### src/rtl/pfx_pkg.sv
// Package: shared sizes and the level-placement functions of the resolver.
// Assumes both slot families have the same slot count (power of two).
package pfx_pkg;
    localparam int NFIX       = 16;
    localparam int NXSRC      = 5;
    localparam int NYSRC      = 4;
    localparam int NXSLOT     = 8;
    localparam int NYSLOT     = 8;
    localparam int SPREAD_GAP = 2;

    localparam int SLW   = $clog2(NXSLOT);
    localparam int MFW   = SLW + 1;
    localparam int NLVL  = NFIX + NXSLOT + NYSLOT;
    localparam int LVLW  = $clog2(NLVL);
    localparam int NSRC  = NFIX + NXSRC + NYSRC;
    localparam int SRCW  = $clog2(NSRC);
    localparam int XIDW  = (NXSRC > 1) ? $clog2(NXSRC) : 1;
    localparam int YIDW  = (NYSRC > 1) ? $clog2(NYSRC) : 1;

    // Level of fixed source i in the selected layout.
    function automatic int lvl_fix(input int i, input bit spread);
        int ybefore;
        if (i == 0) return 0;
        if (!spread) return 1 + NYSLOT + NXSLOT + (i - 1);
        ybefore = (i - 1) / SPREAD_GAP;
        if (ybefore > NYSLOT) ybefore = NYSLOT;
        return 1 + NXSLOT + (i - 1) + ybefore;
    endfunction

    // Level of X slot s in the selected layout.
    function automatic int lvl_x(input int s, input bit spread);
        return spread ? 1 + s : 1 + NYSLOT + s;
    endfunction

    // Level of Y slot k in the selected layout.
    function automatic int lvl_y(input int k, input bit spread);
        int pos;
        if (!spread) return 1 + k;
        pos = (k + 1) * SPREAD_GAP;
        if (pos <= NFIX - 1) return 1 + NXSLOT + pos + k;
        return 1 + NXSLOT + (NFIX - 1) + k;
    endfunction
endpackage

### src/rtl/pfx_slot_map.sv
// Slot ownership for one family: each slot is owned by the lowest-indexed
// source mapped to it; the slot is pending when its owner is pending and
// unmasked. Assumes map fields are {mapped, slot}.
module pfx_slot_map #(
    parameter int NS    = 5,
    parameter int NSLOT = 8,
    parameter int FW    = 4,
    parameter int IDXW  = 3
) (
    input  logic [NS-1:0]                req,
    input  logic [NS-1:0]                mask,
    input  logic [NS*FW-1:0]             map,
    output logic [NSLOT-1:0]             slot_hit,
    output logic [NSLOT-1:0][IDXW-1:0]   slot_owner
);
    localparam int SW = FW - 1;

    logic [NSLOT-1:0] owned;

    // Scan sources high to low so the lowest mapped index remains as owner.
    always_comb begin
        for (int s = 0; s < NSLOT; s++) begin
            slot_owner[s] = '0;
            owned[s]      = 1'b0;
            for (int j = NS - 1; j >= 0; j--) begin
                if (map[j*FW + SW] && (map[j*FW +: SW] == SW'(s))) begin
                    slot_owner[s] = IDXW'(j);
                    owned[s]      = 1'b1;
                end
            end
            slot_hit[s] = owned[s] & req[slot_owner[s]] & ~mask[slot_owner[s]];
        end
    end
endmodule

### src/rtl/pfx_order_table.sv
// Arranges fixed, X-slot and Y-slot pending bits into level order for both
// layouts and selects one by the layout flag; also carries source identity.
// Assumes the level functions form a permutation of 0..NLVL-1.
module pfx_order_table
    import pfx_pkg::*;
(
    input  logic [NFIX-1:0]               fix_pend,
    input  logic [NXSLOT-1:0]             x_hit,
    input  logic [NXSLOT-1:0][XIDW-1:0]   x_owner,
    input  logic [NYSLOT-1:0]             y_hit,
    input  logic [NYSLOT-1:0][YIDW-1:0]   y_owner,
    input  logic                          spread,
    output logic [NLVL-1:0]               ord_req,
    output logic [NLVL-1:0][SRCW-1:0]     ord_src
);
    logic [NLVL-1:0]           grp_req, spr_req;
    logic [NLVL-1:0][SRCW-1:0] grp_src, spr_src;

    // Place fixed sources.
    for (genvar i = 0; i < NFIX; i++) begin : g_fix
        localparam int GL = lvl_fix(i, 1'b0);
        localparam int SL = lvl_fix(i, 1'b1);
        assign grp_req[GL] = fix_pend[i];
        assign spr_req[SL] = fix_pend[i];
        assign grp_src[GL] = SRCW'(i);
        assign spr_src[SL] = SRCW'(i);
    end

    // Place X slots.
    for (genvar s = 0; s < NXSLOT; s++) begin : g_x
        localparam int GL = lvl_x(s, 1'b0);
        localparam int SL = lvl_x(s, 1'b1);
        assign grp_req[GL] = x_hit[s];
        assign spr_req[SL] = x_hit[s];
        assign grp_src[GL] = SRCW'(NFIX) + SRCW'(x_owner[s]);
        assign spr_src[SL] = SRCW'(NFIX) + SRCW'(x_owner[s]);
    end

    // Place Y slots.
    for (genvar k = 0; k < NYSLOT; k++) begin : g_y
        localparam int GL = lvl_y(k, 1'b0);
        localparam int SL = lvl_y(k, 1'b1);
        assign grp_req[GL] = y_hit[k];
        assign spr_req[SL] = y_hit[k];
        assign grp_src[GL] = SRCW'(NFIX + NXSRC) + SRCW'(y_owner[k]);
        assign spr_src[SL] = SRCW'(NFIX + NXSRC) + SRCW'(y_owner[k]);
    end

    // Layout select.
    assign ord_req = spread ? spr_req : grp_req;
    assign ord_src = spread ? spr_src : grp_src;
endmodule

### src/rtl/pfx_lowest_first.sv
// Finds the lowest set bit of a vector. Assumes W is at least 2.
module pfx_lowest_first #(
    parameter int W  = 32,
    parameter int IW = $clog2(W)
) (
    input  logic [W-1:0]  vec,
    output logic          found,
    output logic [IW-1:0] idx
);
    // Scan high to low so the lowest set index is the last one written.
    always_comb begin
        found = 1'b0;
        idx   = '0;
        for (int i = W - 1; i >= 0; i--) begin
            if (vec[i]) begin
                found = 1'b1;
                idx   = IW'(i);
            end
        end
    end
endmodule

### src/rtl/pfx_irq_resolver.sv
// Top: registers the mapping/layout inputs, resolves slot ownership per
// family, orders all pending entries by level and registers the winner.
// Assumes synchronous active-low reset; one cycle from request to output.
module pfx_irq_resolver
    import pfx_pkg::*;
(
    input  logic                   clk,
    input  logic                   rst_n,
    input  logic [NFIX-1:0]        fix_req,
    input  logic [NFIX-1:0]        fix_mask,
    input  logic [NXSRC-1:0]       x_req,
    input  logic [NXSRC-1:0]       x_mask,
    input  logic [NYSRC-1:0]       y_req,
    input  logic [NYSRC-1:0]       y_mask,
    input  logic [NXSRC*MFW-1:0]   x_map,
    input  logic [NYSRC*MFW-1:0]   y_map,
    input  logic                   spread_mode,
    output logic                   irq_valid,
    output logic [LVLW-1:0]        irq_level,
    output logic [SRCW-1:0]        irq_src
);
    logic [NXSRC*MFW-1:0]         x_map_q;
    logic [NYSRC*MFW-1:0]         y_map_q;
    logic                         spread_q;
    logic [NXSLOT-1:0]            x_hit;
    logic [NXSLOT-1:0][XIDW-1:0]  x_owner;
    logic [NYSLOT-1:0]            y_hit;
    logic [NYSLOT-1:0][YIDW-1:0]  y_owner;
    logic [NLVL-1:0]              ord_req;
    logic [NLVL-1:0][SRCW-1:0]    ord_src;
    logic                         win_found;
    logic [LVLW-1:0]              win_lvl;

    // Capture the configuration so a write governs the next decision.
    always_ff @(posedge clk) begin
        if (!rst_n) begin
            x_map_q  <= '0;
            y_map_q  <= '0;
            spread_q <= 1'b0;
        end else begin
            x_map_q  <= x_map;
            y_map_q  <= y_map;
            spread_q <= spread_mode;
        end
    end

    pfx_slot_map #(.NS(NXSRC), .NSLOT(NXSLOT), .FW(MFW), .IDXW(XIDW)) u_xmap (
        .req(x_req), .mask(x_mask), .map(x_map_q),
        .slot_hit(x_hit), .slot_owner(x_owner)
    );

    pfx_slot_map #(.NS(NYSRC), .NSLOT(NYSLOT), .FW(MFW), .IDXW(YIDW)) u_ymap (
        .req(y_req), .mask(y_mask), .map(y_map_q),
        .slot_hit(y_hit), .slot_owner(y_owner)
    );

    pfx_order_table u_order (
        .fix_pend(fix_req & ~fix_mask),
        .x_hit(x_hit), .x_owner(x_owner),
        .y_hit(y_hit), .y_owner(y_owner),
        .spread(spread_q),
        .ord_req(ord_req), .ord_src(ord_src)
    );

    pfx_lowest_first #(.W(NLVL), .IW(LVLW)) u_pick (
        .vec(ord_req), .found(win_found), .idx(win_lvl)
    );

    // Register the winner; report zeros when nothing is pending.
    always_ff @(posedge clk) begin
        if (!rst_n) begin
            irq_valid <= 1'b0;
            irq_level <= '0;
            irq_src   <= '0;
        end else begin
            irq_valid <= win_found;
            irq_level <= win_found ? win_lvl : '0;
            irq_src   <= win_found ? ord_src[win_lvl] : '0;
        end
    end
endmodule

### config.mk
export PLATFORM = sky130hd
export DESIGN_NAME = pfx_irq_resolver
export DESIGN_NICKNAME = d
export VERILOG_FILES = /design/src/rtl/pfx_pkg.sv /design/src/rtl/pfx_slot_map.sv /design/src/rtl/pfx_order_table.sv /design/src/rtl/pfx_lowest_first.sv /design/src/rtl/pfx_irq_resolver.sv
export SDC_FILE = /design/constraint.sdc
export NUM_CORES = 1
export LEC_CHECK = 0
export ABC_AREA = 1
export BUFFER_PORTS_ARGS = -buffer_cell sky130_fd_sc_hd__buf_2
export CORE_MARGIN = 2
export CORE_UTILIZATION = 30
export CTS_BUF_LIST = sky130_fd_sc_hd__clkbuf_8 sky130_fd_sc_hd__clkbuf_16
export DETAILED_ROUTE_END_ITERATION = 10
export HOLD_SLACK_MARGIN = 0.03
export PLACE_DENSITY = 0.58
export SYNTH_ARGS = -nofsm -noshare
export SYNTH_HDL_FRONTEND = slang
export SYNTH_HIERARCHICAL = 1
export SYNTH_SLANG_ARGS = --single-unit
### constraint.sdc
create_clock -name clk -period 3.9 [get_ports clk]
set_clock_uncertainty 0.05 [all_clocks]
set_input_delay 0.585 -clock clk [delete_from_list [all_inputs] [get_ports clk]]
set_output_delay 0.585 -clock clk [all_outputs]
set_load 0.005 [all_outputs]
; ---- Word level (Yosys, flattened, before mapping)
; Cells that the tools add are included.
[classes]
add_sub_neg = 16
mul = 0
n_div = 0
magnitude_cmp = 17
eq_ne = 63
shift = 0
muxes = 276
bitwise = 50
reduce_logical = 82
[op_table]
columns = operator, n
row1 = two-way mux 5 bit, 33
row2 = two-way mux 160 bit, 1
row3 = two-way mux 1 bit, 136
row4 = two-way mux 3 bit, 40
row5 = equality test 3 bit (second input constant), 36
row6 = logical AND 1 bit, 72
row7 = two-way mux 2 bit, 32
row8 = equality test 3 x 2 -> 1 bit (second input constant), 18
row9 = binary-select mux 1 bit (select 3 bit), 16
row10 = adder 5 x 2 -> 5 bit (first input constant), 8
row11 = adder 5 x 3 -> 5 bit (first input constant), 8
row12 = AND 1 bit, 32
row13 = binary-select mux 1 bit (select 2 bit), 16
row14 = less-than comparator 3 x 4 -> 1 bit (second input constant), 8
row15 = two-way mux 32 bit, 1
row16 = equality test 3 x 1 -> 1 bit (second input constant), 9
row17 = logical NOT 3 bit, 9
row18 = binary-select mux 5 bit (select 5 bit), 1
row19 = less-than comparator 2 x 3 -> 1 bit (second input constant), 8
row20 = AND 16 bit, 1
row21 = inverter 1 bit, 16
row22 = inverter 16 bit, 1
row23 = less-than comparator 5 x 6 -> 1 bit (second input constant), 1
row24 = AND reduction 2 bit, 1
[word_totals]
regBits = 48
latchBits = 0
mem_bits_rw = 0
romBits = 0
inputBits = 89
out_inout_bits = 11
n_memories = 0

; ---- Logic depth before layout (Yosys ltp)
; Gate-level depths: netlist of run 1.
[depth]
ltp_word = 46
mapped_depth = 52
mapped_depth_nobuf = 50

; ---- Cells and area by module
; The synthesis of run 1 kept the hierarchy.
[by_module_without_submodules]
columns = module, instances, cells_per_inst, area_per_inst_um2, seq_area_each_um2
row1 = pfx_irq_resolver, 1, 658, 3468.3, 960.9
row2 = pfx_order_table, 1, 356, 1844.3, 0.0
row3 = pfx_slot_map at u_xmap, 1, 291, 1258.7, 0.0
row4 = pfx_slot_map at u_ymap, 1, 214, 954.7, 0.0
row5 = pfx_lowest_first, 1, 107, 442.9, 0.0

; ---- Worst setup path after synthesis of run 1
; No wires, ideal clock.
[synth_timing]
path_kind = input to register
from = input y_req[3]
to = register irq_src[2]
arrival_ps = 3450
required_time_ps = 3737
setup_slack_ps = 287
path_stages = 47
cell_sequence = inv_1 nor2_1 inv_1 nand3_1 nand3_1 a21oi_1 nand2_1 nand2_1 inv_1 nand2_1 nand2_1 nand2_1 nand2_1 nand2_1 nand2_1 nand2_1 nand2_1 nand2_1 [11 not listed] nand2_1 nand2_1 nand2_1 nand2_1 nand2_1 nand2_1 nand2_1 nand2_1 a21oi_2 buf_6 buf_2 nand2_1 nand3_1 nand3_1 nand3_1 nand2_1 nand2_1 nand2_1
[synth_via]
elab_cells_between_ends = 100
classes_between = mux (83) / bitwise (16) / reduce/logical (1)
[synth_rtl]
columns = element, line
row1 = start: declaration, pfx_irq_resolver.sv:13  ; input logic [NYSRC-1:0] y_req,
row2 = binary-select mux 1 bit (select 2 bit), pfx_slot_map.sv:31  ; slot_hit[s] = owned[s] & req[slot_owner[s]] & ~mask[slot_owner[s]];
row3 = two-way mux 1 bit (not written as such), pfx_slot_map.sv:31
row4 = AND 1 bit (2 in a row), pfx_slot_map.sv:31
row5 = via y_hit[6], pfx_irq_resolver.sv:27  ; logic [NYSLOT-1:0] y_hit;
row6 = two-way mux 32 bit, pfx_order_table.sv:50  ; assign ord_req = spread ? spr_req : grp_req;
row7 = via ord_req[29], pfx_irq_resolver.sv:29  ; logic [NLVL-1:0] ord_req;
row8 = two-way mux 5 bit (30 in a row), pfx_lowest_first.sv:15  ; if (vec[i]) begin
row9 = via win_lvl[0], pfx_irq_resolver.sv:32  ; logic [LVLW-1:0] win_lvl;
row10 = binary-select mux 5 bit (select 5 bit), pfx_irq_resolver.sv:78  ; irq_src <= win_found ? ord_src[win_lvl] : '0;
row11 = two-way mux 5 bit (not written as such), pfx_irq_resolver.sv:78
row12 = end signal: assignment, pfx_irq_resolver.sv:78
row13 = end: declaration, pfx_irq_resolver.sv:20  ; output logic [SRCW-1:0] irq_src
; The timed path passes the listed nets, and every way through them passes these cells. The select of a mux whose other input is x is not followed.
; A chain may end at the register's enable or synchronous reset.

; ---- Worst setup path in the final report of run 1
[layout_timing]
from = register y_map_q[10]
to = register irq_src[1]
[layout_via]
elab_chain_len = 44
elab_cells_between_ends = 197
classes_between = add/sub (8) / eq/ne (7) / mux (148) / bitwise (24) / reduce/logical (10)
[layout_lines]
columns = element, line
row1 = start: declaration, pfx_irq_resolver.sv:23  ; logic [NYSRC*MFW-1:0] y_map_q;
row2 = start signal: assignment, pfx_irq_resolver.sv:42  ; y_map_q <= y_map;
row3 = equality test 3 bit (*), pfx_slot_map.sv:26  ; if (map[j*FW + SW] && (map[j*FW +: SW] == SW'(s))) begin
row4 = logical AND 1 bit (*), pfx_slot_map.sv:26
row5 = two-way mux 2 bit (3 in a row), pfx_slot_map.sv:26
row6 = binary-select mux 1 bit (select 2 bit), pfx_slot_map.sv:31
row7 = two-way mux 1 bit (not written as such), pfx_slot_map.sv:31
row8 = AND 1 bit / inverter 1 bit (equally long branches), pfx_slot_map.sv:31
row9 = AND 1 bit (*), pfx_slot_map.sv:31
row10 = via y_hit[7], pfx_irq_resolver.sv:27
row11 = two-way mux 32 bit (*), pfx_order_table.sv:50
row12 = via ord_req[31], pfx_irq_resolver.sv:29
row13 = two-way mux 5 bit (*) (32 in a row), pfx_lowest_first.sv:15
row14 = via win_lvl[0], pfx_irq_resolver.sv:32
row15 = binary-select mux 5 bit (select 5 bit) (*), pfx_irq_resolver.sv:78
row16 = two-way mux 5 bit (not written as such) (*), pfx_irq_resolver.sv:78
; Mark *: on every way through the listed nets, which the timed path passes. The rest lies on a longest branch. The select of a mux whose other input is x is not followed.

==> qor.txt, run 1 <==
Post-synth top flop = dfxtp_1
slew margin rel. = 52.4%
worst min-delay path class = in -> reg
Max Fanout on Critical Path = 8
fin. max-slew vios = 0
Yosys reg bits = 48
final setup fails = 0
Area after DPL = 8700 um^2
Comb power frac = 56.3%
Fmax achieved = 259 MHz
CP most frequent cell = nand2_1
syn_area_per_cell = 4.90 um^2
Post-DP HPWL = 18.5 mm
Worst Slack Setup Final = 0.0369 ns
max-cap violation count = 0
WL/cell = 11.4 um
vias in the first global route = 8275
Starting Density = 30.6%
chip width = 167 um
WHS = 0.406 ns
final hold viol count = 0
routed vias/inst = 4.36
CTS root buf = clkbuf_16
cell taking the most area after synthesis = nand2_1
critical path capture point type = flip-flop
total power = 2.35 mW
Worst-Skew Late Latency = 0.31 ns
leakage = 5.81 nW
worst r2r dst = irq_src[1]
Critical Path AT = 4.06 ns
Pint = 1.33 mW
vias = 8964
reg2reg start = y_map_q[10]
Flop pwr share = 24.1%
Tot GR Track Use = 16.7%
clock network fraction of design power = 19.6%
WP data required = 4.10 ns
Die ar. = 27900 um^2
final instance area = 9190 um^2
initial antenna violation count = 0
layout cell share with drive strength beyond 1 = 17.6%
EDFF count, synth = 0
core area = 26100 um^2
Post-Synthesis Cell Area = 7970 um^2
pwr/cell area = 256 nW/um^2
Num CTS Buffers = 5
sequential-to-total area share from yosys stat = 12.1%
Synth top cells by count = nand2_1, inv_1, nand3_1, nor2_1, buf_4
maximum buffer depth of the clock tree = 2
routability cong. = 0.944
synth warn = 6
H-tree levels = 2
Worst setup SP type = flip-flop
crit share post-route = 99.1%
DP Worst Slack = -0.268 ns
Final Critical Period = 3.86 ns
reg2reg path depth = 51
chip height = 167 um
Nets = 1817
setup TNS = 0 ns
top cells by area, synth = nand2_1, inv_1, dfxtp_1
diode count = 0
drt first pass iters = 5
Initial DRC Count = 516
Port Buffer Count = 99
Async SR Flop Fraction = 0%
first-pass GRT wire length = 38.8 mm
Cells after Synth = 1626
unrepaired setup endpoints after global routing = true
count leader, synth = nand2_1
reg2reg setup slack = 0.04 ns
row count = 59
Max rail drop VDD = 0.175 mV
sw power = 1.03 mW
Total Wirelength = 23.5 mm
outcome = completed
DRC errors left = 0
CP max stage delay = 0.34 ns
hold path endpoint = x_map_q[14]
io pins = 100
hold path startpoint = x_map[14]
Slew @ Worst Pin = 0.714 ns
ANT nets after route = 0
crit path kind = reg -> reg
Layout area overhead = 15.3%
post-synth top area share = 31.3%
largest net degree at the start of global routing = 76
hold depth = 3
Netlist cell types = 39
GRT overflow = 0
Worst-path clk slew = 0.07 ns
switching portion of total power = 43.6%
TritonCTS clock tree = done
CP max stage cell = dfxtp_2
clk sinks = 48
==> timing repair <==
action | CTS | global route
setup endpoints to repair | 4 | 6
pin swaps | 0 | 42
setup buffers | 0 | 8
gates resized for setup | 1 | 76
gates cloned | 0 | 2
hold buffers | 0 | 0
==> critical path: cells and delay by family, from the launching register on <==
family                 cells  cell delay (ns)
and+or+nand+nor           46             2.62
AOI/OAI and AO/OA          2             0.41
buffers and inverters      3             0.36
DFF                        1             0.34
==> state kept, by name, indices dropped and copies added, names as in the netlist <==
| signal | cells |
|---|---|
| irq_level | 5 |
| y_map_q | 16 |
| x_map_q | 20 |
| irq_src | 5 |
| spread_q | 1 |
| irq_valid | 1 |
==> placed cells by master (no fill, tap or decap), types with 2 or more instances in the layout <==
master,count
nand2_1,644
inv_1,320
nor2_1,137
nand3_1,134
buf_2,99
buf_4,56
conb_1,49
dfxtp_1,36
nand2_2,27
o21ai_0,27
a21oi_1,20
inv_2,18
nor2_2,16
a31oi_1,10
a21oi_2,10
dfxtp_2,10
nand3_2,9
ha_1,9
nor2_4,9
buf_12,8
nand2_4,7
clkbuf_16,7
o21ai_1,7
buf_6,6
or2_2,5
nor3_1,5
or2_1,4
nor4_1,3
o211ai_1,3
nand4_1,3
inv_4,2
clkinv_2,2
dfxtp_4,2
o21bai_1,2
a21oi_4,2
o21ai_2,2
==> logic make-up after synthesis <==
logic type	share of synthesized area [%]
DFF	12.1
adders and majority gates	1.41
AOI/OAI and AO/OA	6.58
buffers and inverters	28.1
other	0.0942
and+or+nand+nor	51.7
==> worst max path at each step <==
| stage | start | to | slack (ns) | cells after the start |
|---|---|---|---|---|
| floorplan | y_req[3] | irq_src[2] | 0.29 | 47 |
| global placement | y_mask[1] | irq_src[1] | -0.26 | 48 |
| detailed placement | y_mask[1] | irq_src[1] | -0.27 | 48 |
| CTS | y_map_q[13] | irq_src[1] | 0.005 | 47 |
| global route | y_map_q[15] | irq_src[1] | -0.44 | 51 |
| finish | y_map_q[10] | irq_src[1] | 0.04 | 51 |
==> power by group through the flow <==
stage	Sequential, mW	Clock (mW)	Combinational [mW]
floorplan	0.574	0	0.910
global placement	0.577	0	1.23
detailed placement	0.578	0	1.24
CTS	0.567	0.485	1.24
global route	0.573	0.507	1.50
finish	0.567	0.462	1.32
==> final cells by class <==
cell class / instances / area [um^2]
clock buffer: 6 / 139
sequential: 48 / 981
inverter: 341 / 1290
tap: 335 / 419
timing repair buffer: 172 / 1210
fill: 2951 / 16900
clock inverter: 2 / 13.8
multi-input combinational: 1151 / 5140
==> stage by stage <==
stage / util [%] / instances
finish: 35.3 / 2055
global route: 35.3 / 2055
CTS: 34.0 / 2045
detailed placement: 33.4 / 2037
global placement: 33.4 / 2037
floorplan: - / 1673
==> layer usage <==
metal / routed length, um / part of all wire, % / GRT usage (%) / up-vias
li1: - / - / - / 4829
met1: 11000 / 47 / 21.9 / 3883
met2: 10900 / 47 / 28.8 / 221
met3: 1000 / 4.3 / 1.66 / 31
met4: 545 / 2.3 / 5.25 / 0
met5: 0 / 0 / 0 / -
Power figures use the tool's default switching activity.
==> run 2: changes to the inputs <==
--- a/config.mk
+++ b/config.mk
@@ -13,6 +13,7 @@
 export DETAILED_ROUTE_END_ITERATION = 10
 export HOLD_SLACK_MARGIN = 0.03
 export PLACE_DENSITY = 0.58
+export RECOVER_POWER = 50
 export SYNTH_ARGS = -nofsm -noshare
 export SYNTH_HDL_FRONTEND = slang
 export SYNTH_HIERARCHICAL = 1
==> run 2 against run 1 <==
  * The flow now finishes with violations (capacitance limit, slew limit)
  * Worst setup slack worse by 0.00051 ns
  * Largest cell class unchanged
  * Core utilization about the same
  * Critical path type unchanged
  * Count of clock-buffer cells in the layout unchanged
==> qor.txt, run 2 (synthesized netlist as in run 1, its figures left out) <==
outcome = finished with violations (was completed)
failing checks = capacitance limit, slew limit
unrepaired setup endpoints after global routing = true (unchanged)
placed insts = 2037 (unchanged)
maximum buffer depth of the clock tree = 2 (unchanged)
Worst setup SP type = flip-flop (unchanged)
reg2reg setup slack = 0.04 ns (about the same)
CP most frequent cell = nand2_1 (unchanged)
Layout area overhead = 15.3% (about the same)
DRC errors left = 0 (unchanged)
commonest non-fill, non-tap cell in the layout = nand2_1 (unchanged)
# fillers = 2952 (was 2951)
Initial DRC Count = 516 (unchanged)
chip width = 167 um (unchanged)
vias = 8958 (was 8964)
clk sinks = 48 (unchanged)
Worst-path clk slew = 0.07 ns (about the same)
critical path capture point type = flip-flop (unchanged)
Post-DP HPWL = 18.5 mm (unchanged)
max-cap violation count = 1 (was 0)
max FFs per register = 20 (unchanged)
Critical Path AT = 4.07 ns (was 4.06 ns)
crit share post-route = 99.1% (about the same)
CP max stage cell = dfxtp_2 (unchanged)
CTS root buf = clkbuf_16 (unchanged)
routability cong. = 0.944 (unchanged)
io pins = 100 (unchanged)
Num CTS Buffers = 5 (unchanged)
Max Fanout on Critical Path = 8 (unchanged)
WL/cell = 11.4 um (about the same)
hold path endpoint = x_map_q[14] (unchanged)
core area = 26100 um^2 (unchanged)
Nets = 1817 (unchanged)
Final Critical Period = 3.86 ns (about the same)
final setup fails = 0 (unchanged)
pwr/cell area = 256 nW/um^2 (about the same)
hold depth = 3 (unchanged)
leakage = 5.80 nW (was 5.81 nW)
crit path kind = reg -> reg (unchanged)
final hold viol count = 0 (unchanged)
worst min-delay path class = in -> reg (unchanged)
CTS Hold Bufs = 0 (unchanged)
chip height = 167 um (unchanged)
fin. max-slew vios = 39 (was 0)
Tot GR Track Use = 16.7% (unchanged)
layout cell share with drive strength beyond 1 = 17.6% (about the same)
diode count = 0 (unchanged)
Port Buffer Count = 99 (unchanged)
ANT nets after route = 0 (unchanged)
Max rail drop VDD = 0.175 mV (about the same)
Total Wirelength = 23.5 mm (about the same)
hold path startpoint = x_map[14] (unchanged)
TritonCTS clock tree = done (unchanged)
WP data required = 4.10 ns (about the same)
reg2reg path depth = 51 (unchanged)
Top Registers = x_map_q (20), y_map_q (16) (unchanged)
Slew @ Worst Pin = 1.58 ns (was 0.714 ns)
Starting Density = 30.6% (unchanged)
Core Util, Final = 35.3% (about the same)
GRT overflow = 0 (unchanged)
first-pass GRT wire length = 38.8 mm (unchanged)
Non-Filler Instances = 2055 (unchanged)
slew margin rel. = -5.19% (was 52.4%)
Fmax achieved = 259 MHz (about the same)
initial antenna violation count = 0 (unchanged)
CP max stage delay = 0.34 ns (about the same)
worst r2r dst = irq_src[1] (unchanged)
H-tree levels = 2 (unchanged)
register with the most flip-flops = x_map_q (unchanged)
Worst-Skew Late Latency = 0.31 ns (about the same)
most frequent cells in the layout = nand2_1, inv_1, nor2_1 (unchanged)
largest net degree at the start of global routing = 76 (unchanged)
drt first pass iters = 5 (unchanged)
Die ar. = 27900 um^2 (unchanged)
routed vias/inst = 4.36 (about the same)
reg2reg start = y_map_q[10] (unchanged)
row count = 59 (unchanged)
vias in the first global route = 8275 (unchanged)
-- run 2: layer usage --
layer  global-route usage, %  part of all wire (%)  vias up
li1                        -                     -     4829
met1                    21.9                    47     3884
met2                    28.8                    47      214
met3                    1.66                   4.2       31
met4                    5.25                   2.3        0
met5                       0                     0        -
-- run 2: worst max path at each step --
stage           startpoint         end  slack, ns  cells after the start
2_1_floorplan     y_req[3]  irq_src[2]       0.29                     47
3_3_place_gp     y_mask[1]  irq_src[1]      -0.26                     48
3_5_place_dp     y_mask[1]  irq_src[1]      -0.27                     48
4_1_cts        y_map_q[13]  irq_src[1]      0.005                     47
5_1_grt        y_map_q[15]  irq_src[1]      -0.44                     51
6_report       y_map_q[10]  irq_src[1]       0.04                     51
-- run 2: what timing repair did --
item                       in CTS  in global routing
gates resized for setup         1                 76
buffers inserted                0                  8
gates cloned                    0                  2
pin swaps                       0                 42
setup endpoints to repair       4                  6
-- run 2: per-stage QoR --
stage	hold slack [ns]	cell area [um^2]	total power [mW]	setup slack (ns)	TNS [ns]
finish	0.406	9190	2.35	0.0364	0
global route	0.410	9190	2.58	-0.443	-2.06
CTS	0.398	8850	2.29	0.00470	0
detailed placement	0.719	8700	1.81	-0.268	-1.13
global placement	0.716	8700	1.80	-0.263	-1.10
floorplan	0.633	8150	1.48	0.287	0
-- run 2: final cells by class --
type	instances	area [um^2]	share of cell area, %
Clock buffer	6	139	1.51
Clock inverter	2	13.8	0.150
Timing Repair Buffer	172	1210	13.1
Multi-Input combinational cell	1151	5140	56.0
Tap cell	335	419	4.56
Inverter	341	1290	14.0
Sequential cell	48	981	10.7
-- run 2: power by group --
part | total, mW | leakage [nW] | switching [mW] | internal [mW]
sequential | 0.567 | 0.403 | 0.0294 | 0.537
combinational | 1.33 | 5.32 | 0.792 | 0.534
clock | 0.462 | 0.0772 | 0.206 | 0.257
-- run 2: critical path: cells and delay by family (launching register included) --
family / cells / cell delay [ns]
compound gates: 2 / 0.41
buf+inv: 3 / 0.36
flops: 1 / 0.34
simple gates: 46 / 2.62
==> run 3: changes to the inputs <==
--- a/config.mk
+++ b/config.mk
@@ -12,9 +12,8 @@
 export CTS_BUF_LIST = sky130_fd_sc_hd__clkbuf_8 sky130_fd_sc_hd__clkbuf_16
 export DETAILED_ROUTE_END_ITERATION = 10
 export HOLD_SLACK_MARGIN = 0.03
-export PLACE_DENSITY = 0.58
+export PLACE_DENSITY = 0.59
 export RECOVER_POWER = 50
 export SYNTH_ARGS = -nofsm -noshare
 export SYNTH_HDL_FRONTEND = slang
-export SYNTH_HIERARCHICAL = 1
 export SYNTH_SLANG_ARGS = --single-unit
==> run 3 against run 2 <==
  * Sequential power down 3%
  * Worst hold slack got worse by 0.0058 ns
  * Critical endpoint is now irq_src[0]
  * Highest routed layer unchanged
  * The flow now finishes without violations
  * Largest power group unchanged
  * Final area down 20%
  * Flip-flop and latch count did not move
  * Total power decreased by 21%
  * Count of clock-buffer cells in the layout down 1
  * Largest cell class unchanged
==> qor.txt, run 3 <==
Top Registers = x_map_q (20), y_map_q (16) (unchanged)
synth warn = 0 (was 6)
reg2reg path depth = 29 (was 51)
drt first pass iters = 5 (unchanged)
most frequent cells in the layout = nand2_1, inv_1, nor2_1 (unchanged)
Die ar. = 20500 um^2 (was 27900 um^2)
Netlist cell types = 47 (was 39)
vias = 7268 (was 8958)
Cells after Synth = 1136 (was 1626)
# fillers = 2131 (was 2952)
core area = 18800 um^2 (was 26100 um^2)
max FFs per register = 20 (unchanged)
Final Critical Period = 3.71 ns (was 3.86 ns)
layout cell share with drive strength beyond 1 = 22.3% (was 17.6%)
final hold viol count = 0 (unchanged)
clk sinks = 48 (unchanged)
total power = 1.86 mW (was 2.35 mW)
Synth top cells by count = nand2_1, inv_1, nor2_1, o21ai_0, nand3_1 (was nand2_1, inv_1, nand3_1, nor2_1, buf_4)
unrepaired setup endpoints after global routing = true (unchanged)
crit path kind = reg -> reg (unchanged)
Tot GR Track Use = 19.1% (was 16.7%)
chip width = 143 um (was 167 um)
max-cap violation count = 0 (was 1)
Worst setup SP type = flip-flop (unchanged)
Port Buffer Count = 99 (unchanged)
top cells by area, synth = nand2_1, dfxtp_1, inv_1 (was nand2_1, inv_1, dfxtp_1)
Nets = 1362 (was 1817)
Non-Filler Instances = 1522 (was 2055)
routability cong. = 0.888 (was 0.944)
reg2reg start = x_map_q[0] (was y_map_q[10])
hold depth = 3 (unchanged)
maximum buffer depth of the clock tree = 2 (unchanged)
TritonCTS clock tree = done (unchanged)
Fmax achieved = 270 MHz (was 259 MHz)
hold path startpoint = x_map[14] (unchanged)
placed insts = 1509 (was 2037)
Core Util, Final = 39.3% (was 35.3%)
post-synth top area share = 22.6% (was 31.3%)
Post-Synthesis Cell Area = 5810 um^2 (was 7970 um^2)
crit share post-route = 95.0% (was 99.1%)
cell taking the most area after synthesis = nand2_1 (unchanged)
EDFF count, synth = 0 (unchanged)
Initial DRC Count = 487 (was 516)
Max rail drop VDD = 0.172 mV (was 0.175 mV)
critical path capture point type = flip-flop (unchanged)
largest net degree at the start of global routing = 69 (was 76)
initial antenna violation count = 0 (unchanged)
H-tree levels = 2 (unchanged)
leakage = 3.99 nW (was 5.80 nW)
Yosys reg bits = 48 (unchanged)
Post-DP HPWL = 15.7 mm (was 18.5 mm)
CTS root buf = clkbuf_16 (unchanged)
outcome = completed (was finished with violations)
Starting Density = 30.9% (was 30.6%)
sequential-to-total area share from yosys stat = 16.5% (was 12.1%)
Layout area overhead = 27.2% (was 15.3%)
hold path endpoint = x_map_q[14] (unchanged)
final instance area = 7390 um^2 (was 9190 um^2)
Post-synth top flop = dfxtp_1 (unchanged)
pwr/cell area = 251 nW/um^2 (was 256 nW/um^2)
worst r2r dst = irq_src[0] (was irq_src[1])
chip height = 143 um (was 167 um)
Area after DPL = 6840 um^2 (was 8700 um^2)
Worst-Skew Late Latency = 0.31 ns (about the same)
register with the most flip-flops = x_map_q (unchanged)
slew margin rel. = 47.6% (was -5.19%)
routed vias/inst = 4.78 (was 4.36)
Async SR Flop Fraction = 0% (unchanged)
syn_area_per_cell = 5.11 um^2 (was 4.90 um^2)
worst min-delay path class = in -> reg (unchanged)
GRT overflow = 0 (unchanged)
count leader, synth = nand2_1 (unchanged)
Max Fanout on Critical Path = 14 (was 8)
first-pass GRT wire length = 31.2 mm (was 38.8 mm)
CP max stage delay = 0.37 ns (was 0.34 ns)
syn nets = 1237
setup TNS = 0 ns (unchanged)
WP data required = 4.08 ns (was 4.10 ns)
io pins = 100 (unchanged)
Num CTS Buffers = 5 (unchanged)
Total Wirelength = 19.9 mm (was 23.5 mm)
WL/cell = 13.0 um (was 11.4 um)
ANT nets after route = 0 (unchanged)
reg2reg setup slack = 0.19 ns (was 0.04 ns)
Critical Path AT = 3.89 ns (was 4.07 ns)
Slew @ Worst Pin = 0.785 ns (was 1.58 ns)
vias in the first global route = 6426 (was 8275)
fin. max-slew vios = 0 (was 39)
CP most frequent cell = nand2_1 (unchanged)
CP max stage cell = dfxtp_1 (was dfxtp_2)
final setup fails = 0 (unchanged)
Worst-path clk slew = 0.08 ns (was 0.07 ns)
diode count = 0 (unchanged)
row count = 50 (was 59)
CTS Hold Bufs = 0 (unchanged)
DRC errors left = 0 (unchanged)
commonest non-fill, non-tap cell in the layout = nand2_1 (unchanged)
-- run 3: cell count changes after synthesis, sizes merged, moves of 9 or more --
cell / before / now
buf: 125 / 15
clkbuf: 8 / 19
inv: 340 / 214
nand2: 678 / 356
nand3: 143 / 69
nor2: 162 / 171
o21ai: 37 / 107
-- run 3: kinds of logic (layout without fill, tap and decap cells) --
family / count (synthesis) / after routing / synth area share [%]
mux: 1 / 1 / 0.172
buf+inv: 252 / 378 / 17.1
flops: 48 / 48 / 16.5
simple gates: 622 / 622 / 43.4
compound gates: 201 / 201 / 20.2
fa+ha+maj: 12 / 12 / 2.58
-- run 3: final cells by class --
type                    count  area (um^2)  share of cell area (%)
inverters                 218          823                    11.1
clock inverters             3         46.3                   0.626
multi-input cells         836         4160                    56.2
well taps                 260          325                    4.40
clock buffers               5          125                    1.69
flip-flops and latches     48          988                    13.4
repair buffers            152          926                    12.5
-- run 3: how the worst max path moves through the flow --
stage	startpoint	slack (ns)	cells past startpoint	end
5_1_grt	y_map_q[5]	-0.19	44	irq_src[4]
3_5_place_dp	y_mask[3]	-0.16	42	irq_src[0]
2_1_floorplan	y_req[1]	0.20	46	irq_src[1]
3_3_place_gp	y_mask[3]	-0.14	42	irq_src[0]
4_1_cts	x_map_q[12]	0.02	29	irq_src[0]
6_report	x_map_q[0]	0.19	29	irq_src[0]
-- run 3: metrics by stage --
| stage | hold WS [ns] | setup slack (ns) |
|---|---|---|
| final | 0.401 | 0.194 |
| after detailed placement | 0.719 | -0.164 |
| after floorplan | 0.633 | 0.202 |
| after global routing | 0.409 | -0.191 |
| after global placement | 0.715 | -0.135 |
| after CTS | 0.399 | 0.0174 |
-- run 3: worst max-delay path: cells and delay by family, from the launching register on --
kind,cells,cell delay (ns)
AOI/OAI and AO/OA,8,1.10
buffers and inverters,6,0.61
DFF,1,0.37
and+or+nand+nor,15,1.48
-- run 3: timing repair --
item | 4_1_cts | 5_1_grt
buffers inserted | 0 | 5
gates resized for setup | 0 | 114
endpoints found under the setup margin | 0 | 5
-- run 3: metal layers --
layer  wire length [um]  GRT usage, %  part of all wire [%]  vias to the layer above
met5                  0             0                     0                        -
met4                435          5.42                   2.2                        0
met3               1150          2.85                   5.8                       27
met2               9010          32.0                    45                      218
met1               9250          25.5                    47                     3212
li1                   -             -                     -                     3811
-- run 3: power by group --
| part | switching, mW | internal (mW) |
|---|---|---|
| sequential | 0.0233 | 0.526 |
| clock | 0.216 | 0.305 |
| combinational | 0.491 | 0.297 |
| total | 0.730 | 1.13 |
